### src/rtl/frame_reset_gen.sv
module frame_reset_gen #(
  parameter int PIX_PER_LINE = 768,
  parameter int ALIGN_STEP   = 12,
  parameter int CNT_W        = 11,
  parameter int ALIGN_W      = 4
) (
  input  logic               clk,
  input  logic               rst,
  input  logic               hsync_in,
  input  logic               vsync_in,
  input  logic               hsync_inv,
  input  logic               vsync_inv,
  input  logic [ALIGN_W-1:0] align,
  output logic               half_line,
  output logic               frame_rst
);
  localparam logic [CNT_W-1:0] HALF    = CNT_W'(PIX_PER_LINE / 2);
  localparam logic [CNT_W-1:0] STEP    = CNT_W'(ALIGN_STEP);
  localparam logic [CNT_W-1:0] CNT_MAX = '1;

  logic [2:0]       hs_pipe, vs_pipe;
  logic             hs_edge, vs_edge;
  logic [CNT_W-1:0] cnt;
  logic [CNT_W-1:0] win_start, win_stop;

  always_ff @(posedge clk) begin
    if (rst) begin
      hs_pipe <= '0;
      vs_pipe <= '0;
    end else begin
      hs_pipe <= {hs_pipe[1:0], hsync_in ^ hsync_inv};
      vs_pipe <= {vs_pipe[1:0], vsync_in ^ vsync_inv};
    end
  end

  assign hs_edge = hs_pipe[1] & ~hs_pipe[2];
  assign vs_edge = vs_pipe[1] & ~vs_pipe[2];

  always_ff @(posedge clk) begin
    if (rst)                cnt <= CNT_MAX;
    else if (hs_edge)       cnt <= '0;
    else if (cnt != CNT_MAX) cnt <= cnt + 1'b1;
  end

  assign win_start = CNT_W'(align) * STEP;
  assign win_stop  = win_start + HALF;

  always_ff @(posedge clk) begin
    if (rst)                   half_line <= 1'b0;
    else if (cnt == win_stop)  half_line <= 1'b0;
    else if (cnt == win_start) half_line <= 1'b1;
  end

  always_ff @(posedge clk) begin
    if (rst) frame_rst <= 1'b0;
    else     frame_rst <= vs_edge & half_line;
  end
endmodule


### config.mk
export PLATFORM = sky130hd
export DESIGN_NAME = frame_reset_gen
export DESIGN_NICKNAME = d
export VERILOG_FILES = /design/src/rtl/frame_reset_gen.sv
export SDC_FILE = /design/constraint.sdc
export NUM_CORES = 1
export LEC_CHECK = 0
export ABC_AREA = 1
export BUFFER_PORTS_ARGS = -buffer_cell sky130_fd_sc_hd__buf_2
export CORE_MARGIN = 2
export CORE_UTILIZATION = 30
export CTS_CLUSTER_DIAMETER = 30
export DETAILED_ROUTE_END_ITERATION = 8
export PLACE_DENSITY_LB_ADDON = 0.08
export SLEW_MARGIN = 0
export SYNTH_ARGS = -nofsm -noshare
export SYNTH_HDL_FRONTEND = slang
export SYNTH_SLANG_ARGS = --single-unit
### constraint.sdc
create_clock -name clk -period 2.13 [get_ports clk]
set_input_delay 0.426 -clock clk [delete_from_list [all_inputs] [get_ports clk]]
set_output_delay 0.426 -clock clk [all_outputs]
set_load 0.02 [all_outputs]
# Word level (Yosys, flattened, before mapping)
# Cells that the tools add are included.
# op_classes
n_addsub	2
n_mul	1
n_eq_ne	3
n_mux	2
n_bitwise	7
reduce_logical	2
# op_table
op	n
11-bit 2-to-1 mux	2
11-bit by 1-bit adder with 11-bit output (second input constant)	1
11-bit by 10-bit equality test with 1-bit output	1
11-bit by 8-bit equality test with 1-bit output	1
11-bit inequality test (second input constant)	1
8-bit by 9-bit adder with 10-bit output (second input constant)	1
4-bit by 2-bit multiplier with 6-bit output (second input constant)	1
1-bit AND	3
1-bit NOT	2
2-bit nonzero test	1
2-bit OR reduction	1
1-bit XOR	2
# totals
regBits	19
in_bits	10
out_inout_bits	2
wordCells	22

# Longest topological paths before layout
# Gate-level depths: netlist (run 1).
# depth
word_depth	4
depth_mapped	13
depth_no_buf	13

# Least setup slack after synthesis (run 1)
# OpenSTA, ideal clock, no wires.
# synth_path
kind	input-to-reg
start	input align[0]
end	register half_line
setup_ns	0.112
arrival_ns	1.593
t_required_ns	2.018
path_slack_ns	0.426
cell_stages	9
n_path_buf	0
path_cell_list	ha_1 -> inv_1 -> fa_1 -> xor2_1 -> nand3_1 -> a21oi_1 -> nand2_1 -> nand2_1 -> nor2_1
# synth_between
elab_chain_len	4
elab_cells_between_ends	5
cone_classes	add/sub (1); mul (1); eq/ne (2); reduce/logical (1)
# synth_lines
item	line	rtl
from (decl)	13	input logic [ALIGN_W-1:0] align,
4-bit by 2-bit multiplier with 6-bit output *	45	assign win_start = CNT_W'(align) * STEP;
8-bit by 9-bit adder with 10-bit output	46	assign win_stop = win_start + HALF;
11-bit by 10-bit equality test with 1-bit output	50	else if (cnt == win_stop) half_line <= 1'b0;
2-bit OR reduction (no line)	-	
to (signal assigned)	49	if (rst) half_line <= 1'b0;
to (signal assigned)	50	
to (signal assigned)	51	else if (cnt == win_start) half_line <= 1'b1;
to (decl)	14	output logic half_line,
# Every way passes the cells marked *; elsewhere a longest branch is shown, timed or not.
# A chain may end at the register's enable or synchronous reset.

# Final worst setup path (run 1)
# Ends and elaborated chain as after synthesis.

==> impl_metrics.prom, run 1 <==
# TYPE chip_impl_metric gauge
chip_impl_info{name="run_status",value="complete, no violations"} 1
chip_impl_info{name="tritoncts",value="done"} 1
chip_impl_metric{name="route.detailed.wl_per_inst",unit="µm"} 10.4
chip_impl_metric{name="via_count_of_the_first_global_routing_pass",unit=""} 929
chip_impl_metric{name="setup_total_negative_slack",unit="ps"} 0
chip_impl_metric{name="post_cts_resized",unit=""} 0
chip_impl_metric{name="routed_vias",unit=""} 1026
chip_impl_metric{name="cp.buffers_inverters",unit=""} 2
chip_impl_info{name="critical_path.slowest_cell",value="sky130_fd_sc_hd__fa_1"} 1
chip_impl_metric{name="worstPathRequired",unit="ps"} 2290
chip_impl_metric{name="worst_path_largest_cell_delay",unit="ps"} 490
chip_impl_metric{name="route.antenna.remaining_nets",unit=""} 0
chip_impl_metric{name="clock_tree.buffer_depth",unit=""} 2
chip_impl_info{name="start_kind",value="input port"} 1
chip_impl_info{name="top_library_cells_by_usage_in_the_layout_fill_and_taps_aside",value="sky130_fd_sc_hd__nand2_1 (41), sky130_fd_sc_hd__inv_1 (25), sky130_fd_sc_hd__nand3_1 (23)"} 1
chip_impl_metric{name="path_max_fanout",unit=""} 3
chip_impl_metric{name="seqCellArea",unit="µm²"} 380
chip_impl_metric{name="drive_above_1_share",unit=""} 0.177
chip_impl_info{name="crit_type",value="input port to flip-flop"} 1
chip_impl_metric{name="dp.cells",unit=""} 225
chip_impl_metric{name="die_height",unit="µm"} 67.0
chip_impl_metric{name="async_reset_ff_frac",unit=""} 0
chip_impl_info{name="critPathCapture",value="half_line"} 1
chip_impl_metric{name="min_period",unit="ps"} 1720
chip_impl_metric{name="grt_overflow",unit=""} 0
chip_impl_metric{name="vias_per_cell",unit=""} 4.48
chip_impl_metric{name="layout_setup_ws",unit="ps"} 414
chip_impl_metric{name="cp.arrival",unit="ps"} 1870
chip_impl_metric{name="fin_cells",unit=""} 229
chip_impl_metric{name="numClockSinks",unit=""} 19
chip_impl_metric{name="cts_hold_buffers",unit=""} 0
chip_impl_metric{name="tritoncts.num_buffers",unit=""} 3
chip_impl_metric{name="core-area",unit="µm²"} 3740
chip_impl_metric{name="largest_net_degree_at_the_start_of_global_routing",unit=""} 13
chip_impl_metric{name="netlist-cell-type-count",unit=""} 27
chip_impl_metric{name="leakage",unit="nW"} 0.716
chip_impl_metric{name="maxSlewViolCount",unit=""} 0
chip_impl_info{name="crit_path_frequent_cell",value="sky130_fd_sc_hd__nand2_1"} 1
chip_impl_metric{name="path_clk_slew",unit="ps"} 70
chip_impl_metric{name="timing_worst_slew_pin_value",unit="ps"} 464
chip_impl_metric{name="globalRouteTotalUtil",unit=""} 0.124
chip_impl_metric{name="design.portCount",unit=""} 12
chip_impl_metric{name="synth_warnings",unit=""} 0
chip_impl_info{name="layout.cells.most_common",value="sky130_fd_sc_hd__nand2_1"} 1
chip_impl_metric{name="synthesized_instance_count",unit=""} 168
chip_impl_metric{name="syn_avg_cell_area",unit="µm²"} 7.08
chip_impl_metric{name="die-area",unit="µm²"} 4490
chip_impl_metric{name="fillers",unit=""} 417
chip_impl_info{name="hp-class",value="flip-flop to flip-flop"} 1
chip_impl_metric{name="max_ir_drop_vdd",unit="mV"} 0.383
chip_impl_metric{name="power_density",unit="nW/µm²"} 1200
chip_impl_info{name="worst_path_top_cell_family_by_delay",value="adder cells"} 1
chip_impl_metric{name="number_of_enable_flip_flop_cells_after_synthesis",unit=""} 0
chip_impl_metric{name="postSynthRegisterBits",unit=""} 19
chip_impl_metric{name="h-tree-depth",unit=""} 1
chip_impl_metric{name="clk-insertion-delay-late",unit="ps"} 260
chip_impl_metric{name="worst_setup_slack_for_register_to_register_paths",unit="ps"} 790
chip_impl_metric{name="detail_route.drc_violations",unit=""} 0
chip_impl_metric{name="grt_first_pass_wirelength",unit="µm"} 4210
chip_impl_info{name="rsz0062_at_grt",value="no"} 1
chip_impl_metric{name="period_share",unit=""} 0.806
chip_impl_info{name="synthFlopType",value="sky130_fd_sc_hd__dfxtp_1"} 1
chip_impl_metric{name="finalClockSkew",unit="ps"} 2.85
chip_impl_metric{name="timing.reg2reg.worst_path_depth",unit=""} 9
chip_impl_info{name="endpoint_kind_of_the_worst_setup_timing_path",value="flip-flop"} 1
chip_impl_metric{name="dp.final_hpwl",unit="µm"} 1880
chip_impl_metric{name="max_freq",unit="MHz"} 583
chip_impl_metric{name="core.rowCount",unit=""} 22
chip_impl_info{name="worstReg2RegEnd",value="half_line"} 1
chip_impl_metric{name="synth.net_count",unit=""} 185
chip_impl_metric{name="path_depth",unit=""} 10
chip_impl_metric{name="setup_violations",unit=""} 0
chip_impl_metric{name="hold_viol_final",unit=""} 0
chip_impl_metric{name="postCtsSetupRepairBufs",unit=""} 0
chip_impl_metric{name="final_nets",unit=""} 199
chip_impl_metric{name="dp_slack",unit="ps"} 135
chip_impl_metric{name="place.gp.congestion",unit=""} 0.758
chip_impl_metric{name="n_antenna_cell",unit=""} 0
chip_impl_info{name="cts_root_cell",value="sky130_fd_sc_hd__clkbuf_8"} 1
chip_impl_metric{name="numPortBuffers",unit=""} 11
chip_impl_info{name="regToRegStartpoint",value="cnt[1]"} 1
chip_impl_metric{name="maxcap_viol_count",unit=""} 0
chip_impl_metric{name="detail_route.iter0.violations",unit=""} 40
chip_impl_info{name="critical_path.startpoint",value="align[0]"} 1
chip_impl_metric{name="multiInputGateArea",unit="µm²"} 687
chip_impl_metric{name="worst_hold_path.num_cells",unit=""} 1
chip_impl_metric{name="number_of_antenna_violations_at_the_first_check_in_global_routing",unit=""} 0
chip_impl_metric{name="synth-seq-area-share",unit=""} 0.320
chip_impl_metric{name="drt_pass1_iterations",unit=""} 4
chip_impl_metric{name="post_synth_instance_area",unit="µm²"} 1190
chip_impl_metric{name="sum_of_routed_wire_length_over_all_layers",unit="µm"} 2380
chip_impl_metric{name="worst_slew_margin_rel",unit=""} 0.690
chip_impl_metric{name="initial_standard_cell_utilization_of_the_core",unit=""} 0.318
chip_impl_info{name="worstPathCellList",value="buf_2 > ha_1 > inv_1 > fa_1 > xor2_1 > nand3_1 > a21oi_1 > nand2_1 > nand2_1 > nor2_1"} 1
chip_impl_metric{name="die_width",unit="µm"} 67.0
chip_impl_metric{name="area_delta_synth_final",unit="%"} 12.7
==> how the worst min path moves through the flow <==
| stage | end | startpoint |
|---|---|---|
| global route | frame_rst | vs_pipe[2] |
| global placement | frame_rst | vs_pipe[2] |
| floorplan | frame_rst | vs_pipe[2] |
| CTS | frame_rst | vs_pipe[2] |
| detailed placement | frame_rst | vs_pipe[2] |
| finish | frame_rst | vs_pipe[2] |
==> per-layer routing <==
| metal | vias to the layer above | track usage | wire, µm |
|---|---|---|---|
| met5 | - | 0 | 0 |
| li1 | 551 | - | - |
| met3 | 4 | 0.0253 | 49 |
| met2 | 8 | 0.194 | 1130 |
| met4 | 0 | 0.0383 | 21 |
| met1 | 463 | 0.171 | 1180 |
==> Yosys cell counts (2+ instances only) <==
master                     instances  area share
sky130_fd_sc_hd__nand3_4           2       0.029
sky130_fd_sc_hd__a21oi_1           2      0.0084
sky130_fd_sc_hd__nand3_1          23       0.097
sky130_fd_sc_hd__o211ai_1          2       0.013
sky130_fd_sc_hd__dfxtp_1          19        0.32
sky130_fd_sc_hd__nand2_1          41        0.13
sky130_fd_sc_hd__buf_2             2      0.0084
sky130_fd_sc_hd__ha_1              6       0.063
sky130_fd_sc_hd__o211ai_2          2       0.021
sky130_fd_sc_hd__xor2_1            3       0.022
sky130_fd_sc_hd__xnor2_1           2       0.015
sky130_fd_sc_hd__inv_1            25       0.079
sky130_fd_sc_hd__o21ai_2           2       0.015
sky130_fd_sc_hd__inv_2             5       0.016
sky130_fd_sc_hd__nor2_1           20       0.063
==> power breakdown <==
group | switching, W | total, W | internal, W | leakage [nW]
Combinational | 0.000503 | 0.000795 | 0.000293 | 0.534
Sequential | 0.000110 | 0.000557 | 0.000447 | 0.157
Clock | 0.000129 | 0.000259 | 0.000130 | 0.0255
==> logic make-up (layout without fill, tap and decap cells) <==
kind of cell,after synthesis,count (layout),synth area share
and+or+nand+nor,94,94,0.388
DFF,19,19,0.320
xor gates and xnor gates,5,5,0.0368
AOI/OAI and AO/OA,11,11,0.0725
adders and majority gates,7,7,0.0799
buffers and inverters,32,45,0.103
==> worst reg2reg max path, stage by stage, from the launching register on <==
cell and delay [ps]:
sky130_fd_sc_hd__dfxtp_1 320, sky130_fd_sc_hd__inv_1 140, sky130_fd_sc_hd__ha_1 180, sky130_fd_sc_hd__nand3_1 90
sky130_fd_sc_hd__nor2_1 180, sky130_fd_sc_hd__nand2_1 70, sky130_fd_sc_hd__nor2_1 90, sky130_fd_sc_hd__nand2_1 50
sky130_fd_sc_hd__nand2_1 50, sky130_fd_sc_hd__nor2_1 50
==> cell type report <==
cell class | instances | area share
tap | 48 | 0.0448
multi-input combinational | 117 | 0.512
timing repair buffer | 11 | 0.0410
clock buffer | 3 | 0.0308
sequential | 19 | 0.284
inverter | 30 | 0.0840
clock inverter | 1 | 0.00373
==> sequential cells by signal, indices dropped and copies added, names as in the netlist <==
register   cells
vs_pipe        3
cnt           11
half_line      1
frame_rst      1
hs_pipe        3
==> per-stage QoR <==
stage | instance area (µm²) | hold slack [ps] | total power, W | utilization
final | 1340 | 382 | 0.00161 | 0.358
after global routing | 1340 | 397 | 0.00178 | 0.358
after CTS | 1340 | 386 | 0.00163 | 0.358
after detailed placement | 1290 | 375 | 0.00136 | 0.346
after global placement | 1290 | 370 | 0.00136 | 0.346
after floorplan | 1190 | 366 | 0.00122 | -
Note: power is estimated with default switching activity, not from simulation.
==> run 2: changes to the inputs <==
==> constraint.sdc (replaced) <==
create_clock -name clk -period 1.7 [get_ports clk]
set_input_delay 0.34 -clock clk [delete_from_list [all_inputs] [get_ports clk]]
set_output_delay 0.34 -clock clk [all_outputs]
set_load 0.02 [all_outputs]
==> run 2 against run 1 <==
Compared with the run above: register-to-register slack worse by 430 ps; utilization is 2.2 points higher; setup slack worse by 330 ps; worst hold slack worse by 68 ps; sequential power is 25% higher; non-clock buffer count is 6 higher; first-iteration DRC count is 18% higher; clock-buffer cell count stayed put; combinational power is 30% higher; sequential share of layout area is 1.7 points lower; largest power group unchanged.
==> impl_metrics.prom, run 2 (synthesis gave the netlist of run 1 again) <==
# TYPE chip_impl_metric gauge
chip_impl_metric{name="numClockSinks",unit=""} 19
chip_impl_info{name="endpoint_kind_of_the_worst_setup_timing_path",value="flip-flop"} 1
chip_impl_info{name="hp-class",value="input port to flip-flop"} 1
chip_impl_metric{name="h-tree-depth",unit=""} 1
chip_impl_metric{name="worst_slew_margin_rel",unit=""} 0.727
chip_impl_metric{name="max_freq",unit="MHz"} 618
chip_impl_metric{name="place.gp.congestion",unit=""} 0.722
chip_impl_metric{name="layout_setup_ws",unit="ps"} 82.1
chip_impl_metric{name="finalClockSkew",unit="ps"} 5.26
chip_impl_metric{name="globalRouteTotalUtil",unit=""} 0.133
chip_impl_info{name="registers.top_by_ff_count",value="cnt"} 1
chip_impl_info{name="crit_type",value="input port to flip-flop"} 1
chip_impl_metric{name="period_share",unit=""} 0.952
chip_impl_metric{name="cts_hold_buffers",unit=""} 0
chip_impl_metric{name="route.detailed.wl_per_inst",unit="µm"} 10.7
chip_impl_metric{name="tritoncts.num_buffers",unit=""} 3
chip_impl_metric{name="final_nets",unit=""} 205
chip_impl_metric{name="path_clk_slew",unit="ps"} 70
chip_impl_metric{name="initial_standard_cell_utilization_of_the_core",unit=""} 0.318
chip_impl_metric{name="die_height",unit="µm"} 67.0
chip_impl_metric{name="area_delta_synth_final",unit="%"} 19.8
chip_impl_metric{name="min_period",unit="ps"} 1620
chip_impl_metric{name="largest_net_degree_at_the_start_of_global_routing",unit=""} 12
chip_impl_metric{name="cp.arrival",unit="ps"} 1820
chip_impl_metric{name="setup_violations",unit=""} 0
chip_impl_info{name="run_status",value="complete, no violations"} 1
chip_impl_info{name="rsz0062_at_grt",value="yes"} 1
chip_impl_metric{name="die_width",unit="µm"} 67.0
chip_impl_metric{name="timing_worst_slew_pin_value",unit="ps"} 409
chip_impl_info{name="critical_path.slowest_cell",value="sky130_fd_sc_hd__fa_1"} 1
chip_impl_info{name="worstPathCellList",value="buf_8 > ha_4 > inv_2 > fa_1 > xor2_2 > nand2_1 > nor2_1 > nand2_1 > nor2_1 > nor2_1 > nor2_1"} 1
chip_impl_metric{name="vias_per_cell",unit=""} 4.46
chip_impl_metric{name="hold_viol_final",unit=""} 0
chip_impl_metric{name="die-area",unit="µm²"} 4490
chip_impl_metric{name="drive_above_1_share",unit=""} 0.225
chip_impl_metric{name="drt_pass1_iterations",unit=""} 4
chip_impl_metric{name="numPortBuffers",unit=""} 11
chip_impl_metric{name="maxSlewViolCount",unit=""} 0
chip_impl_metric{name="max_ir_drop_vdd",unit="mV"} 0.660
chip_impl_metric{name="clk-insertion-delay-late",unit="ps"} 260
chip_impl_metric{name="maxcap_viol_count",unit=""} 0
chip_impl_metric{name="number_of_antenna_violations_at_the_first_check_in_global_routing",unit=""} 0
chip_impl_info{name="crit_path_frequent_cell",value="sky130_fd_sc_hd__nor2_1"} 1
chip_impl_metric{name="fin_cells",unit=""} 235
chip_impl_metric{name="worstPathRequired",unit="ps"} 1900
chip_impl_metric{name="dp.final_hpwl",unit="µm"} 1980
chip_impl_metric{name="via_count_of_the_first_global_routing_pass",unit=""} 1054
chip_impl_info{name="tritoncts",value="done"} 1
chip_impl_metric{name="detail_route.iter0.violations",unit=""} 47
chip_impl_metric{name="largest_reg_flops",unit=""} 11
chip_impl_metric{name="sum_of_routed_wire_length_over_all_layers",unit="µm"} 2510
chip_impl_metric{name="path_max_fanout",unit=""} 3
chip_impl_metric{name="postLayoutCellArea",unit="µm²"} 1430
chip_impl_metric{name="dp_slack",unit="ps"} -202
chip_impl_info{name="reg.largest.list",value="cnt: 11 flops, hs_pipe: 3 flops, vs_pipe: 3 flops"} 1
chip_impl_metric{name="clock_tree.buffer_depth",unit=""} 2
chip_impl_metric{name="design.portCount",unit=""} 12
chip_impl_metric{name="n_antenna_cell",unit=""} 0
chip_impl_metric{name="grt_first_pass_wirelength",unit="µm"} 4550
chip_impl_metric{name="detail_route.drc_violations",unit=""} 0
chip_impl_metric{name="dp.cells",unit=""} 230
chip_impl_metric{name="core.rowCount",unit=""} 22
chip_impl_metric{name="worst_path_largest_cell_delay",unit="ps"} 580
chip_impl_info{name="cts_root_cell",value="sky130_fd_sc_hd__clkbuf_8"} 1
chip_impl_info{name="worst_path_top_cell_family_by_delay",value="adder cells"} 1
chip_impl_info{name="start_kind",value="input port"} 1
chip_impl_metric{name="grt_overflow",unit=""} 0
chip_impl_metric{name="leakage",unit="nW"} 0.751
chip_impl_metric{name="cp.buffers_inverters",unit=""} 2
chip_impl_metric{name="final_util",unit=""} 0.381
chip_impl_info{name="top_library_cells_by_usage_in_the_layout_fill_and_taps_aside",value="sky130_fd_sc_hd__nand2_1 (40), sky130_fd_sc_hd__inv_1 (24), sky130_fd_sc_hd__nand3_1 (23)"} 1
chip_impl_metric{name="route.antenna.remaining_nets",unit=""} 0
chip_impl_metric{name="power_density",unit="nW/µm²"} 1440
chip_impl_metric{name="placedInstanceArea",unit="µm²"} 1330
chip_impl_metric{name="core-area",unit="µm²"} 3740
chip_impl_info{name="layout.cells.most_common",value="sky130_fd_sc_hd__nand2_1"} 1
chip_impl_metric{name="routed_vias",unit=""} 1048
==> run 2: changes by cell type in the layout (fill, tap and decap cells not counted), sizes merged <==
cell,change
buf,+6
==> run 2: final cells by class <==
class | count | area (µm²)
Clock inverter | 1 | 5.00
Fill cell | 419 | 2320
Inverter | 30 | 113
Multi-Input combinational cell | 117 | 709
Sequential cell | 19 | 380
Clock buffer | 3 | 41.3
Timing Repair Buffer | 17 | 116
Tap cell | 48 | 60.1
==> run 2: power by group <==
part           total, W  switching, W  internal, W
Combinational   0.00103      0.000643     0.000388
Clock          0.000317      0.000154     0.000163
Sequential     0.000698      0.000138     0.000560
==> run 2: final timing paths <==
| check | startpoint | slack, ps | depth (start not counted) | end |
|---|---|---|---|---|
| setup reg to reg | cnt[1] | 360 | 9 | half_line |
| hold / removal | vsync_in | 310 | 3 | vs_pipe[0] |
| hold reg to reg | vs_pipe[2] | 390 | 1 | frame_rst |
| setup / recovery | align[1] | 80 | 11 | half_line |
==> run 2: per-stage QoR <==
step	TNS (ps)	power (W)	hold slack [ps]
2_1_floorplan	0	0.00153	366
3_3_place_gp	-182	0.00171	371
3_5_place_dp	-202	0.00172	380
4_1_cts	0	0.00205	315
5_1_grt	-46.4	0.00227	360
6_report	0	0.00205	314
==> run 2: metal layers <==
metal / share of wire / up-vias / routed length, µm / global-route usage
met5: 0 / - / 0 / 0
met1: 0.48 / 476 / 1210 / 0.171
met3: 0.029 / 2 / 72 / 0.0355
met4: 0.0096 / 0 / 24 / 0.0383
li1: - / 562 / - / -
met2: 0.48 / 8 / 1200 / 0.219
==> run 2: worst reg2reg max path, cell delays in order, from the launching register on <==
cell                      delay, ps
sky130_fd_sc_hd__dfxtp_1        310
sky130_fd_sc_hd__inv_1          140
sky130_fd_sc_hd__ha_1           170
sky130_fd_sc_hd__nand3_1        110
sky130_fd_sc_hd__nor2_1         200
sky130_fd_sc_hd__nand2_1         80
sky130_fd_sc_hd__nor2_1          90
sky130_fd_sc_hd__nand2_1         50
sky130_fd_sc_hd__nand2_1         50
sky130_fd_sc_hd__nor2_1          40
==> run 2: repair_timing <==
item                                    4_1_cts  5_1_grt
buffers inserted                              0        1
hold endpoints to repair                      0        0
gates resized for setup                       0       10
endpoints found under the setup margin        0        1
